===== src/rtl/kw_pkg.sv =====
package kw_pkg;

    // Phases of the two-write key detector
    typedef enum logic [1:0] {
        KW_IDLE      = 2'd0,
        KW_ARM_START = 2'd1,
        KW_ARM_STOP  = 2'd2
    } kw_phase_e;

    // Decoded command, one cycle wide
    typedef struct packed {
        logic start;
        logic stop;
    } kw_cmd_t;

    // Default key words
    localparam logic [31:0] KW_START_A = 32'h0000_FF00;
    localparam logic [31:0] KW_START_B = 32'h0000_00FF;
    localparam logic [31:0] KW_STOP_A  = 32'h0000_EE00;
    localparam logic [31:0] KW_STOP_B  = 32'h0000_00EE;

endpackage


===== src/rtl/kw_seq_detect.sv =====
module kw_seq_detect
    import kw_pkg::*;
#(
    parameter int unsigned         DATA_W  = 32,
    parameter logic [DATA_W-1:0]   START_A = DATA_W'(KW_START_A),
    parameter logic [DATA_W-1:0]   START_B = DATA_W'(KW_START_B),
    parameter logic [DATA_W-1:0]   STOP_A  = DATA_W'(KW_STOP_A),
    parameter logic [DATA_W-1:0]   STOP_B  = DATA_W'(KW_STOP_B)
) (
    input  logic              clk,
    input  logic              rst_n,
    input  logic              any_wr,
    input  logic              ctrl_wr,
    input  logic [DATA_W-1:0] wdata,
    output kw_cmd_t           cmd
);

    typedef struct packed {
        kw_phase_e phase;
    } seq_state_t;

    seq_state_t st_d, st_q;
    kw_cmd_t    cmd_d;

    always_comb begin
        st_d  = st_q;
        cmd_d = '0;
        // Only bus writes move the detector; idle cycles keep the phase
        if (any_wr) begin
            if (ctrl_wr && st_q.phase == KW_ARM_START && wdata == START_B) begin
                cmd_d.start = 1'b1;
                st_d.phase  = KW_IDLE;
            end else if (ctrl_wr && st_q.phase == KW_ARM_STOP && wdata == STOP_B) begin
                cmd_d.stop  = 1'b1;
                st_d.phase  = KW_IDLE;
            end else if (ctrl_wr && wdata == START_A) begin
                st_d.phase  = KW_ARM_START;
            end else if (ctrl_wr && wdata == STOP_A) begin
                st_d.phase  = KW_ARM_STOP;
            end else begin
                st_d.phase  = KW_IDLE;
            end
        end
    end

    always_ff @(posedge clk) begin
        if (!rst_n) begin
            st_q.phase <= KW_IDLE;
        end else begin
            st_q <= st_d;
        end
    end

    assign cmd = cmd_d;

endmodule


===== src/rtl/kw_value_reg.sv =====
module kw_value_reg #(
    parameter int unsigned DATA_W = 32
) (
    input  logic              clk,
    input  logic              rst_n,
    input  logic              val_wr,
    input  logic [DATA_W-1:0] wdata,
    output logic [DATA_W-1:0] timeout
);

    localparam logic [DATA_W-1:0] T_MIN = DATA_W'(2);
    localparam logic [DATA_W-1:0] T_MAX = ~DATA_W'(1);

    typedef struct packed {
        logic [DATA_W-1:0] ticks;
    } val_state_t;

    val_state_t st_d, st_q;

    always_comb begin
        st_d = st_q;
        if (val_wr) begin
            if (wdata < T_MIN) begin
                st_d.ticks = T_MIN;
            end else if (wdata > T_MAX) begin
                st_d.ticks = T_MAX;
            end else begin
                st_d.ticks = wdata;
            end
        end
    end

    always_ff @(posedge clk) begin
        if (!rst_n) begin
            st_q.ticks <= T_MAX;
        end else begin
            st_q <= st_d;
        end
    end

    assign timeout = st_q.ticks;

endmodule


===== src/rtl/kw_timer.sv =====
module kw_timer
    import kw_pkg::*;
#(
    parameter int unsigned DATA_W = 32
) (
    input  logic              clk,
    input  logic              rst_n,
    input  kw_cmd_t           cmd,
    input  logic [DATA_W-1:0] timeout,
    output logic [DATA_W-1:0] count,
    output logic              running,
    output logic              expired
);

    localparam logic [DATA_W-1:0] ONE = DATA_W'(1);

    typedef struct packed {
        logic [DATA_W-1:0] cnt;
        logic              run;
        logic              exp;
    } tmr_state_t;

    tmr_state_t st_d, st_q;

    always_comb begin
        st_d = st_q;
        if (cmd.stop) begin
            // Halt: counter keeps its value, request drops
            st_d.run = 1'b0;
            st_d.exp = 1'b0;
        end else if (cmd.start && !st_q.exp) begin
            st_d.cnt = timeout;
            st_d.run = 1'b1;
        end else if (st_q.run && !st_q.exp) begin
            if (st_q.cnt <= ONE) begin
                st_d.cnt = '0;
                st_d.exp = 1'b1;
            end else begin
                st_d.cnt = st_q.cnt - ONE;
            end
        end
    end

    always_ff @(posedge clk) begin
        if (!rst_n) begin
            st_q.cnt <= '0;
            st_q.run <= 1'b0;
            st_q.exp <= 1'b0;
        end else begin
            st_q <= st_d;
        end
    end

    assign count   = st_q.cnt;
    assign running = st_q.run;
    assign expired = st_q.exp;

endmodule


===== src/rtl/kw_readback.sv =====
module kw_readback #(
    parameter int unsigned DATA_W    = 32,
    parameter int unsigned ADDR_W    = 3,
    parameter int unsigned VALUE_OFS = 0,
    parameter int unsigned CTRL_OFS  = 4
) (
    input  logic              clk,
    input  logic              rst_n,
    input  logic              rd,
    input  logic [ADDR_W-1:0] addr,
    input  logic [DATA_W-1:0] count,
    input  logic              running,
    input  logic              expired,
    output logic [DATA_W-1:0] rdata
);

    typedef struct packed {
        logic [DATA_W-1:0] data;
    } rb_state_t;

    rb_state_t st_d, st_q;

    always_comb begin
        st_d = st_q;
        if (rd) begin
            if (addr == ADDR_W'(VALUE_OFS)) begin
                st_d.data = count;
            end else if (addr == ADDR_W'(CTRL_OFS)) begin
                st_d.data = {{(DATA_W-2){1'b0}}, expired, running};
            end else begin
                st_d.data = '0;
            end
        end
    end

    always_ff @(posedge clk) begin
        if (!rst_n) begin
            st_q.data <= '0;
        end else begin
            st_q <= st_d;
        end
    end

    assign rdata = st_q.data;

endmodule


===== src/rtl/keyed_watchdog.sv =====
module keyed_watchdog
    import kw_pkg::*;
#(
    parameter int unsigned DATA_W    = 32,
    parameter int unsigned ADDR_W    = 3,
    parameter int unsigned VALUE_OFS = 0,
    parameter int unsigned CTRL_OFS  = 4
) (
    input  logic              clk,
    input  logic              rst_n,
    input  logic              bus_wr,
    input  logic              bus_rd,
    input  logic [ADDR_W-1:0] bus_addr,
    input  logic [DATA_W-1:0] bus_wdata,
    output logic [DATA_W-1:0] bus_rdata,
    output logic              wdog_rst_req
);

    logic              ctrl_wr;
    logic              val_wr;
    kw_cmd_t           seq_cmd;
    logic [DATA_W-1:0] timeout;
    logic [DATA_W-1:0] count;
    logic              running;
    logic              expired;

    assign ctrl_wr = bus_wr && (bus_addr == ADDR_W'(CTRL_OFS));
    assign val_wr  = bus_wr && (bus_addr == ADDR_W'(VALUE_OFS));

    kw_seq_detect #(.DATA_W(DATA_W)) u_seq (
        .clk     (clk),
        .rst_n   (rst_n),
        .any_wr  (bus_wr),
        .ctrl_wr (ctrl_wr),
        .wdata   (bus_wdata),
        .cmd     (seq_cmd)
    );

    kw_value_reg #(.DATA_W(DATA_W)) u_val (
        .clk     (clk),
        .rst_n   (rst_n),
        .val_wr  (val_wr),
        .wdata   (bus_wdata),
        .timeout (timeout)
    );

    kw_timer #(.DATA_W(DATA_W)) u_tmr (
        .clk     (clk),
        .rst_n   (rst_n),
        .cmd     (seq_cmd),
        .timeout (timeout),
        .count   (count),
        .running (running),
        .expired (expired)
    );

    kw_readback #(
        .DATA_W    (DATA_W),
        .ADDR_W    (ADDR_W),
        .VALUE_OFS (VALUE_OFS),
        .CTRL_OFS  (CTRL_OFS)
    ) u_rb (
        .clk     (clk),
        .rst_n   (rst_n),
        .rd      (bus_rd),
        .addr    (bus_addr),
        .count   (count),
        .running (running),
        .expired (expired),
        .rdata   (bus_rdata)
    );

    assign wdog_rst_req = expired;

endmodule


===== config.mk =====
export PLATFORM = sky130hd
export DESIGN_NAME = keyed_watchdog
export DESIGN_NICKNAME = d
export VERILOG_FILES = /design/src/rtl/kw_pkg.sv /design/src/rtl/kw_seq_detect.sv /design/src/rtl/kw_value_reg.sv /design/src/rtl/kw_timer.sv /design/src/rtl/kw_readback.sv /design/src/rtl/keyed_watchdog.sv
export SDC_FILE = /design/constraint.sdc
export NUM_CORES = 1
export LEC_CHECK = 0
export BUFFER_PORTS_ARGS = -buffer_cell sky130_fd_sc_hd__buf_2
export CAP_MARGIN = 20
export CORE_ASPECT_RATIO = 0.5
export CORE_MARGIN = 3
export CORE_UTILIZATION = 35
export DETAILED_ROUTE_END_ITERATION = 6
export GPL_TIMING_DRIVEN = 0
export HOLD_SLACK_MARGIN = 0.08
export SETUP_SLACK_MARGIN = 0.02
export SYNTH_ARGS = -nofsm -noshare
export SYNTH_HDL_FRONTEND = slang
export SYNTH_SLANG_ARGS = --single-unit

===== constraint.sdc =====
create_clock -name clk -period 3 [get_ports clk]
set_clock_uncertainty 0.1 [all_clocks]
set_input_delay 0.15 -clock clk [delete_from_list [all_inputs] [get_ports clk]]
set_output_delay 0.15 -clock clk [all_outputs]
set_load 0.02 [all_outputs]

==> results of run 1 <==
==> state kept, by name (all words and copies together), names as in the netlist <==
name / cells
u_rb.rdata: 32
u_seq.st_q: 2
u_tmr.count: 32
u_tmr.expired: 1
u_tmr.running: 1
u_val.timeout: 32
==> synth_stat cells (all sizes together), types with 2 or more instances <==
cell type / count
or4: 9
mux2i: 5
a32oi: 2
a32o: 5
clkbuf: 32
a21oi: 49
nand3: 38
a22oi: 11
nand2: 90
o31ai: 2
ha: 2
a21o: 4
a22o: 5
nor2b: 33
dfxtp: 100
nor3: 15
buf: 10
a221oi: 10
nand2b: 4
o211ai: 2
nor4: 16
xnor2: 6
inv: 10
o32ai: 3
a211oi: 2
o22ai: 11
or3: 8
and2: 5
nor2: 66
xor2: 2
o21ai: 23
nand4: 14
o221ai: 3
==> cell families after synthesis <==
family	after synthesis	synth area share, %
compound gates	138	20.1
xor+xnor	8	1.45
fa+ha+maj	2	0.520
buf+inv	52	4.44
flops	100	41.6
mux	5	1.04
simple gates	304	30.8
==> final cells by class <==
| cell class | count | area [um^2] |
|---|---|---|
| tap | 170 | 213 |
| timing repair buffer | 113 | 751 |
| clock buffer | 10 | 239 |
| clock inverter | 4 | 27.5 |
| inverter | 10 | 37.5 |
| buffer | 42 | 183 |
| sequential | 100 | 2000 |
| fill | 1310 | 6990 |
| multi-input combinational | 457 | 2620 |
==> per-stage QoR <==
step,cells,setup TNS (ps),total power [uW],hold WS (ps)
2_1_floorplan,609,0,1440,174
6_report,906,0,2600,105
5_1_grt,906,0,2690,129
3_5_place_dp,850,-80.1,1520,301
4_1_cts,896,0,2610,93.4
3_3_place_gp,850,-2810,1510,296
==> critical path, delay by kind of cell, from the launching register on <==
kind | cells | cell delay [ps]
buf+inv | 2 | 540
flops | 1 | 380
simple gates | 3 | 1270
compound gates | 3 | 470
==> what timing repair did <==
| action | 4_1_cts | 5_1_grt |
|---|---|---|
| resized for setup | 2 | 12 |
| pin swaps | 0 | 3 |
| endpoints found under the hold margin | 32 | 0 |
| setup buffers | 0 | 10 |
| hold buffers | 32 | 0 |
| endpoints found under the setup margin | 20 | 30 |
==> worst paths after layout <==
check | slack, ps | start | cells after the start | end
min reg2reg | 380 | u_val.timeout[3]$_SDFFE_PN1P_ | 2 | u_val.timeout[3]$_SDFFE_PN1P_
max | 80 | u_tmr.count[18]$_SDFFE_PN0P_ | 8 | u_tmr.count[16]$_SDFFE_PN0P_
min | 110 | bus_wdata[8] | 4 | u_seq.st_q[1]$_SDFFE_PN0P_
max reg2reg | 80 | u_tmr.count[18]$_SDFFE_PN0P_ | 8 | u_tmr.count[16]$_SDFFE_PN0P_
==> layer usage <==
| layer | part of all wire [%] | wire length [um] | GRT usage, % |
|---|---|---|---|
| met1 | 49 | 8210 | 33.7 |
| met2 | 38 | 6480 | 31.0 |
| met3 | 12 | 2030 | 7.11 |
| met4 | 0.98 | 165 | 3.91 |
| met5 | 0 | 0 | 0 |
==> power by group <==
part	switching (uW)	total (uW)	leakage, uW	internal [uW]
clock network	504	1080	0.000122	575
logic	94.3	162	0.00166	67.7
registers	17.5	1360	0.000809	1340
total	615	2600	0.00259	1980
==> impl_metrics.py, run 1 <==
metrics = {
    "synth": {
        "yosys_register_bits": 100,
        "synth_warnings": 0,
        "synth-edff-count": 0,
        "yosysTopAreaCell": "dfxtp_1",
        "syn_nets": 650,
        "yosysSeqAreaShare_pct": 41.6,
        "syn_inst": 609,
        "synth_async_sr_flop_share_pct": 0,
        "synth_cell_types": 54,
        "synth.avg_cell_area_um2": 7.91,
        "synth.top_cell.area_share_pct": 41.6,
        "synth-main-ff-cell": "dfxtp_1",
        "yosys-top-cells-area": "dfxtp_1 42%, nand2_1 7.0%, nor2_1 5.1%",
        "syn_area_mm2": 0.00482,
    },
    "route": {
        "viasPerCell": 5.57,
        "post_drt_wl_per_cell_um": 18.6,
        "drc_errors": 0,
        "wl_um": 16900,
        "dr.pass1.iters": 5,
        "drt_first_iter_violations": 508,
        "detail-route-antenna-nets": 0,
        "vias": 5048,
    },
    "floorplan": {
        "start_util_pct": 36.9,
        "core_mm2": 0.0131,
        "die_h_um": 88.9,
        "die-area_mm2": 0.0153,
        "num_rows": 29,
        "die_x_um": 172,
        "io_pins": 72,
    },
    "worst_setup_path": {
        "critPathArrivalTime_ps": 3020,
        "path_cells": "or4_1 > clkbuf_1 > nor4_4 > and4_2 > a21oi_2 > clkbuf_2 > a21oi_1 > o32ai_2",
        "path_class": "flip-flop to flip-flop",
        "startpoint_type": "flip-flop",
        "cp_max_fo": 10,
        "critPathCaptureType": "flip-flop",
        "crit_required_ps": 3100,
        "worst_path_max_delay_cell": "or4_1",
        "critPathMaxStageDelay_ps": 540,
    },
    "cells_and_area": {
        "fin_util_pct": 46.5,
        "final_common_cell": "dfxtp_1",
        "diodes": 0,
        "drive_gt1_share_pct": 17.5,
        "finalInstanceArea_mm2": 0.00607,
        "syn_to_final_growth_pct": 26.1,
        "finalNetCount": 774,
        "layout_common_cells": "100 x dfxtp_1, 90 x nand2_1, 76 x buf_2",
    },
    "sta": {
        "setup_violations": 0,
        "slew_headroom_pct": 37.9,
        "period_needed_ps": 2920,
        "rsz0062_at_grt": "no",
        "setup_slack_ps": 84.4,
        "fmax_ghz": 0.343,
        "finalHoldViolCount": 0,
        "period_share_pct": 97.2,
        "maxSlewViolCount": 0,
        "worst_slew_pin_slew_ps": 923,
    },
    "power_and_ir_drop": {
        "p_per_area_mw_per_mm2": 428,
        "power.leakage_uw": 0.00259,
        "vdd_drop_max_mv": 0.241,
    },
    "place": {
        "gp_congestion": 0.899,
        "dp_slack_ps": -37.8,
        "io_buffer_count": 71,
        "dpl.hpwl_um": 12100,
        "postPlaceCellArea_mm2": 0.00538,
    },
    "global_routing": {
        "grtUsageTotal_pct": 22.3,
        "grt_pass1_vias": 4673,
        "antenna_found_initial": 0,
        "grt_pass1_wl_um": 26200,
        "gr-total-overflow": 0,
        "grt_max_degree": 16,
    },
    "flow_run": {
        "maxCapViolations": 0,
    },
    "clocking": {
        "clk_path_buf_depth": 2,
        "cts.reportedPaths.clkPinSlew_ps": 70,
        "h-tree-depth": 3,
        "clock_sinks": 100,
        "clkLatencyLatePin_ps": 340,
        "cts_tree": "yes",
        "cts_made_buffers": 9,
        "cts_root_buf": "clkbuf_16",
    },
    "status": {
        "status": "finished clean",
    },
    "hold_path": {
        "hp-class": "primary input to flip-flop",
    },
}
No activity file was read; power rests on OpenSTA's default activity.
==> run 2, diff against run 1 <==
- BUFFER_PORTS_ARGS: -buffer_cell sky130_fd_sc_hd__buf_2 -> unset
- DONT_BUFFER_PORTS: unset -> 1
==> impl_metrics.py, run 2 (synthesis results as in run 1) <==
metrics = {
    "worst_setup_path": {
        "path_cells": "dlygate4sd3_1 > inv_1 > or3_1 > or4_1 > buf_2 > a221o_1 > buf_2 > a21oi_1 > o32ai_2",
        "r2r_setup_slack_ps": 170,
        "critPathCaptureType": "flip-flop",
        "reg2regPathDepth": 7,
        "rr_startpoint": "u_tmr.count[23]$_SDFFE_PN0P_",
        "critPathArrivalTime_ps": 3000,
        "path_common_cell": "buf_2",
        "cp.depth": 9,
        "critPathMaxStageDelay_ps": 550,
        "crit_start": "bus_wdata[4]",
        "crit_family": "buffers and inverters",
        "worst_path_max_delay_cell": "dlygate4sd3_1",
        "cp_max_fo": 10,
        "path_class": "primary input to flip-flop",
        "crit_required_ps": 3100,
        "path_buf_inv": 4,
        "startpoint_type": "primary input",
    },
    "place": {
        "gp_congestion": 0.910,
        "dpl.hpwl_um": 12100,
        "post-place-cells": 779,
        "io_buffer_count": 0,
        "dp_slack_ps": -74.2,
    },
    "floorplan": {
        "die_h_um": 88.9,
        "core_mm2": 0.0131,
        "io_pins": 72,
        "num_rows": 29,
        "start_util_pct": 36.9,
        "die_x_um": 172,
        "die-area_mm2": 0.0153,
    },
    "sta": {
        "finalHoldViolCount": 0,
        "fmax_ghz": 0.345,
        "period_share_pct": 96.5,
        "maxSlewViolCount": 0,
        "period_needed_ps": 2900,
        "whs_ps": 98.3,
        "worst_slew_pin_slew_ps": 1020,
        "fin_tns_setup_ps": 0,
        "setup_slack_ps": 105,
        "rsz0062_at_grt": "no",
        "setup_violations": 0,
        "slew_headroom_pct": 31.7,
    },
    "clocking": {
        "h-tree-depth": 3,
        "cts.reportedPaths.clkPinSlew_ps": 70,
        "cts_tree": "yes",
        "clock_sinks": 100,
        "cts_root_buf": "clkbuf_16",
        "clkLatencyLatePin_ps": 350,
        "cts_made_buffers": 9,
        "clk_path_buf_depth": 2,
    },
    "status": {
        "status": "finished clean",
    },
    "power_and_ir_drop": {
        "p_int_uw": 2040,
        "p_clk_share_pct": 43.6,
        "power.switching_uw": 601,
        "p_seq_share_pct": 51.4,
        "p_comb_share_pct": 5.0,
        "p_per_area_mw_per_mm2": 461,
        "swShare_pct": 22.7,
        "power.leakage_uw": 0.00225,
        "vdd_drop_max_mv": 0.217,
    },
    "global_routing": {
        "gr-total-overflow": 0,
        "grt_max_degree": 16,
        "groute.layer.met3.usage_pct": 8.61,
        "grt_pass1_wl_um": 26500,
        "busiest_layer": "met1",
        "grt_pass1_vias": 4573,
        "grtUsageTotal_pct": 22.7,
        "met1_usage_pct": 33.2,
        "grt.met2_usage_pct": 31.1,
        "antenna_found_initial": 0,
    },
    "hold_path": {
        "hp-class": "primary input to flip-flop",
        "whs_path_depth": 5,
        "min-delay-start": "bus_wdata[4]",
    },
    "cells_and_area": {
        "final_common_cell": "dfxtp_1",
        "syn_to_final_growth_pct": 19.0,
        "diodes": 0,
        "fin_util_pct": 43.9,
        "drive_gt1_share_pct": 6.77,
        "stdcell_count": 835,
        "finalNetCount": 701,
        "layout_common_cells": "100 x dfxtp_1, 90 x nand2_1, 62 x nor2_1",
    },
    "route": {
        "viasPerCell": 5.82,
        "drt_first_iter_violations": 445,
        "drc_errors": 0,
        "dr.pass1.iters": 5,
        "wl_um": 16900,
        "post_drt_wl_per_cell_um": 20.3,
        "vias": 4861,
        "detail-route-antenna-nets": 0,
    },
    "flow_run": {
        "maxCapViolations": 0,
    },
}
## run 2: worst register-to-register path, delay by kind of cell, from the launching register on
kind                   cells  cell delay [ps]
and+or+nand+nor            3             1380
AOI/OAI and AO/OA          3              510
DFF                        1              400
buffers and inverters      1              310
## run 2: cell type report
cell class	instances	area, um^2
buffer	42	180
clock buffer	12	236
clock inverter	4	50.0
fill	1357	7330
inverter	10	37.5
multi-input combinational	457	2620
sequential	100	2000
tap	170	213
timing repair buffer	40	398
## run 2: repair_timing
item,in CTS,in global routing
resized for setup,2,8
endpoints found under the hold margin,40,0
setup buffers,0,1
hold buffers,39,0
pin swaps,0,1
setup endpoints to repair,23,29
## run 2: through the flow
step / area, um^2 / total power [uW]
floorplan: 4820 / 1440
global placement: 5030 / 1470
detailed placement: 5030 / 1470
CTS: 5710 / 2660
global route: 5730 / 2730
finish: 5730 / 2650
## run 2: routing by layer
layer	vias to the layer above	share of wire [%]
li1	2293	-
met1	2311	48
met2	233	38
met3	24	13
met4	0	1.9
met5	-	0
## run 2: path summary, 6_finish.rpt
| kind | endpoint |
|---|---|
| max | u_tmr.count[16]$_SDFFE_PN0P_ |
| min | u_seq.st_q[0]$_SDFFE_PN0P_ |
| max reg2reg | u_tmr.count[16]$_SDFFE_PN0P_ |
| min reg2reg | u_val.timeout[30]$_SDFFE_PN1P_ |
## run 2: power by group through the flow
stage / sequential, uW / clock [uW] / combinational (uW)
after floorplan: 1380 / 0 / 60.3
after global placement: 1390 / 0 / 83.2
after detailed placement: 1390 / 0 / 83.6
after CTS: 1360 / 1170 / 130
after global routing: 1360 / 1220 / 146
final: 1360 / 1150 / 132
==> run 3, diff against run 2 <==
- CELL_PAD_IN_SITES_DETAIL_PLACEMENT: unset -> 1
- CELL_PAD_IN_SITES_GLOBAL_PLACEMENT: unset -> 1
- PLACE_DENSITY_LB_ADDON: unset -> 0.1
==> impl_metrics.py, run 3 (synthesis results as in run 1) <==
metrics = {
    "status": {
        "status": "finished clean",
    },
    "floorplan": {
        "num_rows": 29,
        "die_x_um": 172,
        "die_h_um": 88.9,
        "io_pins": 72,
        "start_util_pct": 36.9,
        "die-area_mm2": 0.0153,
        "core_mm2": 0.0131,
    },
    "worst_setup_path": {
        "path_class": "flip-flop to flip-flop",
        "cp_max_fo": 10,
        "startpoint_type": "flip-flop",
        "crit_required_ps": 3110,
        "critPathMaxStageDelay_ps": 540,
        "critPathCaptureType": "flip-flop",
        "critPathArrivalTime_ps": 2970,
        "path_cells": "or4_1 > clkbuf_1 > nor4_4 > and4_2 > a21oi_2 > clkbuf_2 > a21oi_1 > o32ai_2",
        "worst_path_max_delay_cell": "or4_1",
    },
    "place": {
        "dpl.hpwl_um": 13500,
        "dp_slack_ps": -190,
        "post-place-cells": 779,
        "io_buffer_count": 0,
        "gp_congestion": 0.855,
    },
    "cells_and_area": {
        "fin_util_pct": 44.4,
        "stdcell_count": 837,
        "syn_to_final_growth_pct": 20.3,
        "diodes": 0,
        "drive_gt1_share_pct": 8.10,
        "final_common_cell": "dfxtp_1",
        "regArea_mm2": 0.00200,
        "fillers": 1609,
        "finalNetCount": 703,
        "layout_common_cells": "100 x dfxtp_1, 90 x nand2_1, 62 x nor2_1",
        "multi_input_area_mm2": 0.00263,
    },
    "global_routing": {
        "grt_pass1_wl_um": 28900,
        "antenna_found_initial": 0,
        "grtUsageTotal_pct": 25.2,
        "gr-total-overflow": 0,
        "grt_max_degree": 18,
        "grt_pass1_vias": 4706,
    },
    "clocking": {
        "cts_root_buf": "clkbuf_16",
        "clk_path_buf_depth": 2,
        "clock_sinks": 100,
        "cts.reportedPaths.clkPinSlew_ps": 80,
        "clkLatencyLatePin_ps": 350,
        "h-tree-depth": 3,
        "cts_tree": "yes",
        "cts_made_buffers": 9,
    },
    "route": {
        "wl_um": 19000,
        "post_drt_wl_per_cell_um": 22.7,
        "wl_met1_um": 9970,
        "viasPerCell": 5.76,
        "route.met3.wl_um": 1880,
        "dr_wl_met2_um": 7060,
        "drt_first_iter_violations": 343,
        "vias": 4817,
        "dr.pass1.iters": 5,
        "drc_errors": 0,
        "top_layer": "met4",
        "detail-route-antenna-nets": 0,
    },
    "hold_path": {
        "hp-class": "primary input to flip-flop",
    },
    "sta": {
        "maxSlewViolCount": 0,
        "period_needed_ps": 2860,
        "fmax_ghz": 0.349,
        "finalHoldViolCount": 0,
        "rsz0062_at_grt": "yes",
        "setup_violations": 0,
        "setup_slack_ps": 136,
        "fin_tns_setup_ps": 0,
        "period_share_pct": 95.5,
        "slew_headroom_pct": 29.0,
        "worst_slew_pin_slew_ps": 1060,
    },
    "power_and_ir_drop": {
        "p_int_uw": 2100,
        "p_total_uw": 2770,
        "power.leakage_uw": 0.00229,
        "p_comb_share_pct": 4.8,
        "swShare_pct": 24.1,
        "vdd_drop_max_mv": 0.252,
        "p_clk_share_pct": 46.1,
        "p_seq_share_pct": 49.1,
        "power.switching_uw": 668,
        "p_per_area_mw_per_mm2": 478,
    },
    "flow_run": {
        "maxCapViolations": 0,
    },
}
## run 3: changes by cell type in the layout (fill, tap and decap cells not counted), sizes merged
cell | before | now
inv | 10 | 13
clkbuf | 44 | 43
buf | 11 | 15
dlygate4sd3 | 39 | 37
clkinvlp | 2 | 0
## run 3: power by group through the flow
stage          registers (uW)  logic (uW)  clock network, uW
2_1_floorplan            1380        60.3                  0
3_3_place_gp             1390        87.2                  0
3_5_place_dp             1390        88.6                  0
4_1_cts                  1360         131               1290
5_1_grt                  1360         146               1340
6_report                 1360         133               1270
## run 3: worst max-delay path, delay by kind of cell (launching register included)
kind	cells	cell delay, ps
and+or+nand+nor	3	1200
AOI/OAI and AO/OA	3	460
DFF	1	390
buffers and inverters	2	560
## run 3: repair_timing
action	4_1_cts	5_1_grt
pin swaps	0	2
setup buffers	0	5
endpoints found under the setup margin	29	25
hold endpoints to repair	40	0
hold buffers	37	0
gates resized for setup	6	9
## run 3: area by class of cell
cell class	instances	area share (%)
plain buffers	42	3.22
clock buffers	11	4.36
clock inverters	5	1.12
inverters	10	0.648
multi-input cells	457	45.4
flip-flops and latches	100	34.5
well taps	170	3.67
repair buffers	42	7.04
## run 3: per-stage QoR
step           hold slack [ps]  area [um^2]
6_report                  79.6         5790
5_1_grt                    124         5790
4_1_cts                   83.9         5730
3_5_place_dp               185         5030
3_3_place_gp               178         5030
2_1_floorplan              174         4820
## run 3: routing by layer
metal / vias to the layer above / global-route usage (%)
li1: 2297 / -
met2: 185 / 33.8
met1: 2324 / 39.2
met5: - / 0
met4: 0 / 4.34
met3: 11 / 7.91
## run 3: worst paths after layout
kind	from	end	slack (ps)	cells after the start
max reg2reg	u_tmr.count[18]$_SDFFE_PN0P_	u_tmr.count[16]$_SDFFE_PN0P_	140	8
max	u_tmr.count[18]$_SDFFE_PN0P_	u_tmr.count[16]$_SDFFE_PN0P_	140	8
min reg2reg	u_val.timeout[7]$_SDFFE_PN1P_	u_val.timeout[7]$_SDFFE_PN1P_	380	2
min	bus_wdata[6]	u_seq.st_q[1]$_SDFFE_PN0P_	80	5
